## config.mk

```make
export PLATFORM = sky130hd
export DESIGN_NAME = burst_addr_gen
export DESIGN_NICKNAME = d
export VERILOG_FILES = /design/src/rtl/burst_pkg.sv /design/src/rtl/burst_decode.sv /design/src/rtl/burst_capture.sv /design/src/rtl/burst_counter.sv /design/src/rtl/burst_order.sv /design/src/rtl/burst_addr_gen.sv
export SDC_FILE = /design/constraint.sdc
export NUM_CORES = 1
export LEC_CHECK = 0
export ABC_AREA = 1
export BUFFER_PORTS_ARGS = -buffer_cell sky130_fd_sc_hd__clkbuf_2
export CORE_MARGIN = 2
export CORE_UTILIZATION = 25
export CTS_CLUSTER_DIAMETER = 120
export DETAILED_ROUTE_END_ITERATION = 6
export GPL_TIMING_DRIVEN = 1
export HOLD_SLACK_MARGIN = 0.15
export PLACE_DENSITY = 0.58
export SLEW_MARGIN = 20
export SYNTH_ARGS = -nofsm -noshare
export SYNTH_HDL_FRONTEND = slang
export SYNTH_HIERARCHICAL = 1
export SYNTH_SLANG_ARGS = --single-unit
```

## constraint.sdc

```tcl
create_clock -name clk -period 1.55 [get_ports clk]
set_input_delay 0.0775 -clock clk [delete_from_list [all_inputs] [get_ports clk]]
set_output_delay 0.0775 -clock clk [all_outputs]
set_load 0.02 [all_outputs]
```

## src/rtl/burst_pkg.sv

```systemverilog
package burst_pkg;

    // Width of the in-burst counter: four beats per group.
    localparam int LOW_W = 2;

    typedef logic [LOW_W-1:0] low_t;

    typedef enum logic {
        ORDER_LINEAR     = 1'b0,
        ORDER_INTERLEAVE = 1'b1
    } order_e;

    typedef enum logic [1:0] {
        CMD_HOLD = 2'd0,
        CMD_STEP = 2'd1,
        CMD_LOAD = 2'd2
    } cmd_e;

    typedef struct packed {
        logic loaded;
        logic stepped;
    } evt_t;

    // Low address bits of a beat, given the start offset and the beat count.
    function automatic low_t beat_low(low_t start, low_t count, order_e ord);
        low_t r;
        if (ord == ORDER_INTERLEAVE)
            r = start ^ count;
        else
            r = low_t'(start + count);
        return r;
    endfunction

endpackage

```

## src/rtl/burst_decode.sv

```systemverilog
module burst_decode
    import burst_pkg::*;
(
    input  logic strobe_proc,
    input  logic strobe_ctrl,
    input  logic advance,
    output cmd_e cmd
);
    // A strobe outranks advance; either strobe loads.
    always_comb begin
        if (strobe_proc || strobe_ctrl)
            cmd = CMD_LOAD;
        else if (advance)
            cmd = CMD_STEP;
        else
            cmd = CMD_HOLD;
    end
endmodule

```

## src/rtl/burst_capture.sv

```systemverilog
module burst_capture
    import burst_pkg::*;
#(
    parameter int ADDR_W = 15
) (
    input  logic              clk,
    input  logic              rst,
    input  cmd_e              cmd,
    input  logic [ADDR_W-1:0] ext_addr,
    output logic [ADDR_W-1:0] base_q
);
    always_ff @(posedge clk) begin
        if (rst)
            base_q <= '0;
        else if (cmd == CMD_LOAD)
            base_q <= ext_addr;
    end

    assert_capture_R2: assert property (@(posedge clk) disable iff (rst)
        (cmd == CMD_LOAD) |=> (base_q == $past(ext_addr)));

    assert_keep_base_R10: assert property (@(posedge clk) disable iff (rst)
        (cmd != CMD_LOAD) |=> $stable(base_q));
endmodule

```

## src/rtl/burst_counter.sv

```systemverilog
module burst_counter
    import burst_pkg::*;
(
    input  logic clk,
    input  logic rst,
    input  cmd_e cmd,
    output low_t cnt_q,
    output evt_t evt_q
);
    always_ff @(posedge clk) begin
        if (rst) begin
            cnt_q <= '0;
            evt_q <= '0;
        end else begin
            unique case (cmd)
                CMD_LOAD: begin
                    cnt_q <= '0;
                    evt_q <= '{loaded: 1'b1, stepped: 1'b0};
                end
                CMD_STEP: begin
                    cnt_q <= low_t'(cnt_q + 1'b1);
                    evt_q <= '{loaded: 1'b0, stepped: 1'b1};
                end
                default: begin
                    evt_q <= '0;
                end
            endcase
        end
    end

    assert_restart_R9: assert property (@(posedge clk) disable iff (rst)
        (cmd == CMD_LOAD) |=> (cnt_q == '0 && evt_q.loaded && !evt_q.stepped));

    assert_step_wrap_R8: assert property (@(posedge clk) disable iff (rst)
        (cmd == CMD_STEP) |=> (cnt_q == low_t'($past(cnt_q) + 1'b1) && evt_q.stepped));

    assert_hold_R7: assert property (@(posedge clk) disable iff (rst)
        (cmd == CMD_HOLD) |=> ($stable(cnt_q) && evt_q == '0));
endmodule

```

## src/rtl/burst_order.sv

```systemverilog
module burst_order
    import burst_pkg::*;
(
    input  low_t   start_low,
    input  low_t   count,
    input  order_e ord,
    output low_t   beat_lo
);
    assign beat_lo = beat_low(start_low, count, ord);

    // First beat of a group is the captured offset in either order.
    always_comb begin
        if (count == '0)
            assert_first_beat_R5: assert (beat_lo == start_low);
    end
endmodule

```

## src/rtl/burst_addr_gen.sv

```systemverilog
module burst_addr_gen
    import burst_pkg::*;
#(
    parameter int ADDR_W = 15
) (
    input  logic              clk,
    input  logic              rst,
    input  logic [ADDR_W-1:0] ext_addr,
    input  logic              strobe_proc,
    input  logic              strobe_ctrl,
    input  logic              advance,
    input  logic              order_sel,
    output logic [ADDR_W-1:0] cur_addr,
    output logic              loaded,
    output logic              stepped
);
    localparam int HI_W = ADDR_W - LOW_W;

    cmd_e              cmd;
    logic [ADDR_W-1:0] base_q;
    low_t              cnt_q;
    evt_t              evt_q;
    low_t              beat_lo;

    burst_decode u_decode (
        .strobe_proc (strobe_proc),
        .strobe_ctrl (strobe_ctrl),
        .advance     (advance),
        .cmd         (cmd)
    );

    burst_capture #(.ADDR_W(ADDR_W)) u_capture (
        .clk      (clk),
        .rst      (rst),
        .cmd      (cmd),
        .ext_addr (ext_addr),
        .base_q   (base_q)
    );

    burst_counter u_counter (
        .clk   (clk),
        .rst   (rst),
        .cmd   (cmd),
        .cnt_q (cnt_q),
        .evt_q (evt_q)
    );

    burst_order u_order (
        .start_low (base_q[LOW_W-1:0]),
        .count     (cnt_q),
        .ord       (order_e'(order_sel)),
        .beat_lo   (beat_lo)
    );

    assign cur_addr = {base_q[ADDR_W-1 -: HI_W], beat_lo};
    assign loaded   = evt_q.loaded;
    assign stepped  = evt_q.stepped;

    assert_one_flag_R6: assert property (@(posedge clk) disable iff (rst)
        $onehot0({loaded, stepped}));

    assert_reset_R1: assert property (@(posedge clk)
        rst |=> (cur_addr == '0 && !loaded && !stepped));
endmodule

```

==> impl_metrics.py, run 1 <==
metrics = {
    "route": {
        "drtPass1Iterations": 4,
        "vias": 946,
        "drc_errors": 0,
        "antenna_left": 0,
        "drtIter0Drc": 21,
        "via_per_inst": 3.91,
        "routedWlPerCell_um": 8.91,
        "wl_mm": 2.16,
    },
    "layout": {
        "syn_to_final_growth_pct": 45.9,
        "fillers": 395,
        "multi_input_area_um2": 397,
        "drive_gt1_frac": 0.253,
        "num_antenna_cells": 0,
        "nets": 219,
        "seq_area_um2": 380,
        "instances_no_fill": 242,
    },
    "power_and_ir_drop": {
        "irDropWorstVdd_v": 0.000320,
        "powerDensity_nw_per_um2": 845,
        "p_leak_uw": 0.000794,
    },
    "timing": {
        "fin_crit_sh": 0.872,
        "worst_pin_slew_ns": 0.491,
        "finalSetupTns_ns": 0,
        "setup_ws_ns": 0.199,
        "maxSlewHeadroom": 0.672,
        "skew_ns": 0.000292,
        "period_needed_ns": 1.35,
        "slew_violations": 0,
        "grt_setup_unrepaired": "false",
        "setup_viol": 0,
        "finalHoldViolCount": 0,
        "clock.fmax_mhz": 740,
    },
    "yosys": {
        "yosysSeqAreaShare": 0.409,
        "ys.flop_type": "dfxtp_1",
        "synthCells": 141,
        "synthesis.area_um2": 930,
        "synth_edf_count": 0,
        "ys_warn_count": 6,
        "syn-num-nets": 165,
        "synth_cell_types": 17,
        "syn_avg_cell_area_um2": 6.59,
        "synth_seq_cells": 19,
        "async_flop_share": 0,
    },
    "min_path": {
        "hold_class": "in -> reg",
        "min-delay-start": "advance",
    },
    "grt": {
        "grt_use_total": 0.108,
        "grt_pass1_wl_mm": 3.62,
        "grt_max_degree": 19,
        "top_usage_layer": "met2",
        "grt_pass1_vias": 827,
        "antenna_found_initial": 0,
        "gr-usage-met2": 0.177,
        "grt_use_met3": 0.0278,
        "overflow": 0,
        "met1_usage": 0.135,
    },
    "placed_design": {
        "gp_congestion": 0.697,
        "io_buffers": 37,
        "place_inst": 222,
        "hpwl_mm": 1.49,
        "preCtsSetupSlack_ns": 0.247,
    },
    "clock_network": {
        "clockBufferDepth": 2,
        "clk-insertion-delay-late_ns": 0.25,
        "cts_setup_buffers": 0,
        "cts_tree": "yes",
        "path_clk_slew_ns": 0.07,
        "ctsResizeCount": 0,
        "htree_levels": 1,
        "clock-root-buffer": "clkbuf_8",
        "cts_num_sinks": 19,
        "cts_made_buffers": 3,
    },
    "floorplan": {
        "ios": 38,
        "fp.dieH_um": 65.0,
        "coreArea_um2": 3610,
        "initial_core_util": 0.258,
        "die_w_um": 65.0,
        "die-area_um2": 4220,
        "core.rowCount": 22,
    },
    "run": {
        "cap_violations": 0,
    },
    "status": {
        "status": "finished, final reports clean",
    },
    "worst_setup_path": {
        "crit_start": "u_counter/cnt_q[0]$_SDFFE_PP0P_",
        "timing.rr.start": "u_counter/cnt_q[0]$_SDFFE_PP0P_",
        "cp.required_ns": 1.47,
        "worstPathMaxFanout": 4,
        "endpoint_kind": "output port",
        "setup.worst_path.start_class": "flip-flop",
        "critPathKind": "reg -> out",
        "cp.arrival_ns": 1.27,
    },
}
==> layout by cell type, fill, tap and decap left out <==
master          n
nor2_2          2
nand2_2         1
xor2_1          1
clkbuf_8        3
nand3_2         1
buf_4           1
dlygate4sd3_1  16
nor2_1         34
clkinv_2        1
dfxtp_1        19
o21bai_1        1
nand2_1        24
nor2_4          1
ha_1            3
inv_1          30
inv_2           2
clkbuf_2       37
nand3_1        17
==> sequential cells by signal, indices dropped and copies added, names as in the netlist <==
name,count
u_counter/evt_q,2
u_counter/cnt_q,2
u_capture/base_q,15
==> kinds of logic (layout without fill, tap and decap cells) <==
kind of cell	count (synthesis)	after routing	synth area share
AOI/OAI and AO/OA	1	1	0.00808
xor gates and xnor gates	1	1	0.00942
adders and majority gates	3	3	0.0404
buffers and inverters	37	90	0.164
DFF	19	19	0.409
and+or+nand+nor	80	80	0.369
==> cell type report <==
type                       instances  area share
sequential                        19       0.280
tap                               48      0.0443
timing repair buffer              54       0.260
inverter                          32      0.0886
clock buffer                       3      0.0304
multi-input combinational         85       0.292
clock inverter                     1     0.00369
==> final timing paths <==
| path | depth (start not counted) | to | slack [ns] |
|---|---|---|---|
| hold / removal | 7 | u_counter/evt_q[1]$_SDFF_PP0_ | 0.33 |
| setup / recovery | 7 | cur_addr[1] | 0.20 |
| setup reg to reg | 4 | u_counter/cnt_q[1]$_SDFFE_PP0P_ | 0.81 |
| hold reg to reg | 2 | u_capture/base_q[6]$_SDFFE_PP0N_ | 0.48 |
==> metal layers <==
metal | part of all wire | routed length (um)
met2 | 0.49 | 1060
met1 | 0.44 | 958
met5 | 0 | 0
met4 | 0.017 | 37
met3 | 0.047 | 101
==> what timing repair did <==
action	CTS	global route
endpoints found under the setup margin	0	0
hold buffers	16	0
endpoints found under the hold margin	17	0
==> cell usage after synthesis, types with 2 or more instances <==
| master | n | share of area |
|---|---|---|
| nor2_1 | 34 | 0.14 |
| inv_2 | 2 | 0.0081 |
| nand3_1 | 17 | 0.092 |
| nor2_2 | 2 | 0.013 |
| nand2_1 | 24 | 0.097 |
| inv_1 | 30 | 0.12 |
| dfxtp_1 | 19 | 0.41 |
| buf_2 | 2 | 0.011 |
| ha_1 | 3 | 0.040 |
==> power breakdown <==
| group | internal [uW] | leakage (uW) | switching [uW] |
|---|---|---|---|
| Sequential | 525 | 0.000158 | 20.6 |
| Clock | 178 | 0.0000255 | 157 |
| Combinational | 113 | 0.000611 | 152 |
| Total | 817 | 0.000794 | 329 |
==> through the flow <==
step                      utilization  area [um^2]  total power, uW  hold slack (ns)
after detailed placement        0.319         1150              793            0.293
after global routing            0.376         1360             1220            0.381
after CTS                       0.376         1360             1170            0.340
after floorplan                     -          930              717            0.149
final                           0.376         1360             1150            0.333
after global placement          0.319         1150              791            0.293
==> worst max-delay path, stage by stage (launching register included) <==
cell and delay, ns:
dfxtp_1 0.41, ha_1 0.19, inv_1 0.04, nor2_1 0.08
nand3_1 0.07, nand2_1 0.06, inv_1 0.03, clkbuf_2 0.14
No activity file was read; power rests on OpenSTA's default activity.
==> run 2, diff against run 1 <==
Settings changed: ABC_CLOCK_PERIOD_IN_PS from default to 1550, CORE_UTILIZATION 25 to 46, PLACE_DENSITY 0.58 to 0.88, RECOVER_POWER from default to 50.
==> run 2 against run 1 <==
  * Routed wire length grew 3.2%
  * Worst setup slack lost 0.067 ns
  * Clock skew grew 0.0062 ns
  * Core utilization grew 29 points
  * Sequential power is essentially flat
  * Non-clock buffer count grew 1
==> impl_metrics.py, run 2 (synthesized netlist as in run 1, its figures left out) <==
metrics = {
    "status": {
        "status": "finished, final reports clean",
    },
    "route": {
        "drtPass1Iterations": 4,
        "wl_mm": 2.22,
        "drtIter0Drc": 32,
        "vias": 999,
        "via_per_inst": 4.50,
        "antenna_left": 0,
        "drc_errors": 0,
        "routedWlPerCell_um": 10.0,
    },
    "layout": {
        "final_cell_mix": "nor2_1 (34), inv_1 (30), nand2_1 (25)",
        "drive_gt1_frac": 0.164,
        "syn_to_final_growth_pct": 39.0,
        "largestRegisters": "u_capture/base_q x15, u_counter/cnt_q x2, u_counter/evt_q x2",
        "multi_input_area_um2": 394,
        "largest_register_ffs": 15,
        "instances_no_fill": 222,
        "final_common_cell": "nor2_1",
        "num_antenna_cells": 0,
        "fillers": 171,
        "seq_area_um2": 380,
        "nets": 220,
        "largest-register": "u_capture/base_q",
        "fin_area_um2": 1290,
    },
    "floorplan": {
        "fp.dieH_um": 49.0,
        "initial_core_util": 0.479,
        "core.rowCount": 16,
        "ios": 38,
        "die-area_um2": 2400,
        "coreArea_um2": 1940,
        "die_w_um": 49.0,
    },
    "timing": {
        "setup_viol": 0,
        "clock.fmax_mhz": 705,
        "finalSetupTns_ns": 0,
        "slew_violations": 0,
        "grt_setup_unrepaired": "false",
        "period_needed_ns": 1.42,
        "maxSlewHeadroom": 0.509,
        "worst_pin_slew_ns": 0.737,
        "finalHoldViolCount": 0,
        "skew_ns": 0.00645,
        "hold_ws_ns": 0.315,
        "fin_crit_sh": 0.915,
    },
    "worst_setup_path": {
        "timing.rr.start": "u_counter/cnt_q[0]$_SDFFE_PP0P_",
        "cp.required_ns": 1.47,
        "cp.arrival_ns": 1.34,
        "worstPathMaxFanout": 4,
        "setup.worst_path.start_class": "flip-flop",
        "critPathKind": "reg -> out",
        "reg2reg_to": "u_counter/cnt_q[0]$_SDFFE_PP0P_",
        "endpoint_kind": "output port",
        "reg2reg_slack_ns": 0.77,
        "worstRegToRegCells": 2,
    },
    "placed_design": {
        "place_inst": 202,
        "hpwl_mm": 1.51,
        "gp_congestion": 0.794,
        "place_area_um2": 1130,
        "io_buffers": 37,
    },
    "min_path": {
        "hold_end": "u_counter/evt_q[1]$_SDFF_PP0_",
        "holdPathStages": 6,
        "hold_class": "in -> reg",
        "min-delay-start": "strobe_ctrl",
    },
    "grt": {
        "grt_use_total": 0.197,
        "grt_max_degree": 18,
        "overflow": 0,
        "antenna_found_initial": 0,
        "grt_pass1_wl_mm": 3.75,
        "grt_pass1_vias": 945,
    },
    "clock_network": {
        "path_clk_slew_ns": 0.11,
        "cts_made_buffers": 3,
        "htree_levels": 1,
        "cts_num_sinks": 19,
        "cts_tree": "yes",
        "clockBufferDepth": 2,
        "ctsResizeCount": 0,
        "clock-root-buffer": "clkbuf_4",
        "clk-insertion-delay-late_ns": 0.29,
    },
    "power_and_ir_drop": {
        "total_power_uw": 1050,
        "powerDensity_nw_per_um2": 813,
        "p_leak_uw": 0.000737,
        "irDropWorstVdd_v": 0.000524,
    },
    "run": {
        "cap_violations": 0,
    },
}
run 2: cell count changes in the layout (fill, tap and decap cells not counted), sizes merged:
cell / change
clkbuf: +1
run 2: worst max path at each step:
stage	startpoint	end	slack, ns	cells after the start
finish	u_counter/cnt_q[0]$_SDFFE_PP0P_	cur_addr[1]	0.13	7
global route	u_counter/cnt_q[0]$_SDFFE_PP0P_	cur_addr[1]	0.02	7
CTS	u_counter/cnt_q[0]$_SDFFE_PP0P_	cur_addr[1]	0.12	7
detailed placement	strobe_proc	u_counter/cnt_q[0]$_SDFFE_PP0P_	0.29	8
global placement	strobe_proc	u_counter/cnt_q[0]$_SDFFE_PP0P_	0.41	8
floorplan	strobe_proc	u_counter/cnt_q[0]$_SDFFE_PP0P_	0.39	7
run 2: final cells by class:
type                    instances  share of cell area
repair buffers                 55               0.260
clock buffers                   3              0.0174
clock inverters                 1             0.00387
multi-input cells              85               0.305
well taps                      27              0.0261
flip-flops and latches         19               0.294
inverters                      32              0.0929
run 2: power by group:
part	internal [uW]	switching [uW]
Sequential	525	21.0
Clock	95.7	147
Combinational	105	157
Total	726	325
run 2: routing by layer:
layer  vias to the layer above  GRT usage  wire [um]
li1                        516          -          -
met1                       450      0.209        916
met2                        29      0.377       1190
met3                         4     0.0368         94
met4                         0     0.0810         23
met5                         -          0          0
run 2: stage by stage:
step	utilization	worst slack, ns
CTS	0.679	0.115
floorplan	-	0.394
global placement	0.582	0.413
global route	0.666	0.0188
detailed placement	0.582	0.291
finish	0.666	0.131
run 2: critical path: stages, from the launching register on:
cell      delay, ns
dfxtp_1        0.43
ha_1           0.20
inv_1          0.04
nor2_1         0.08
nand3_1        0.07
nand2_1        0.06
inv_1          0.03
clkbuf_2       0.14
run 2: repair_timing:
item	CTS	global route
setup buffers	0	0
endpoints found under the setup margin	0	0
endpoints found under the hold margin	18	0
hold buffers	16	0
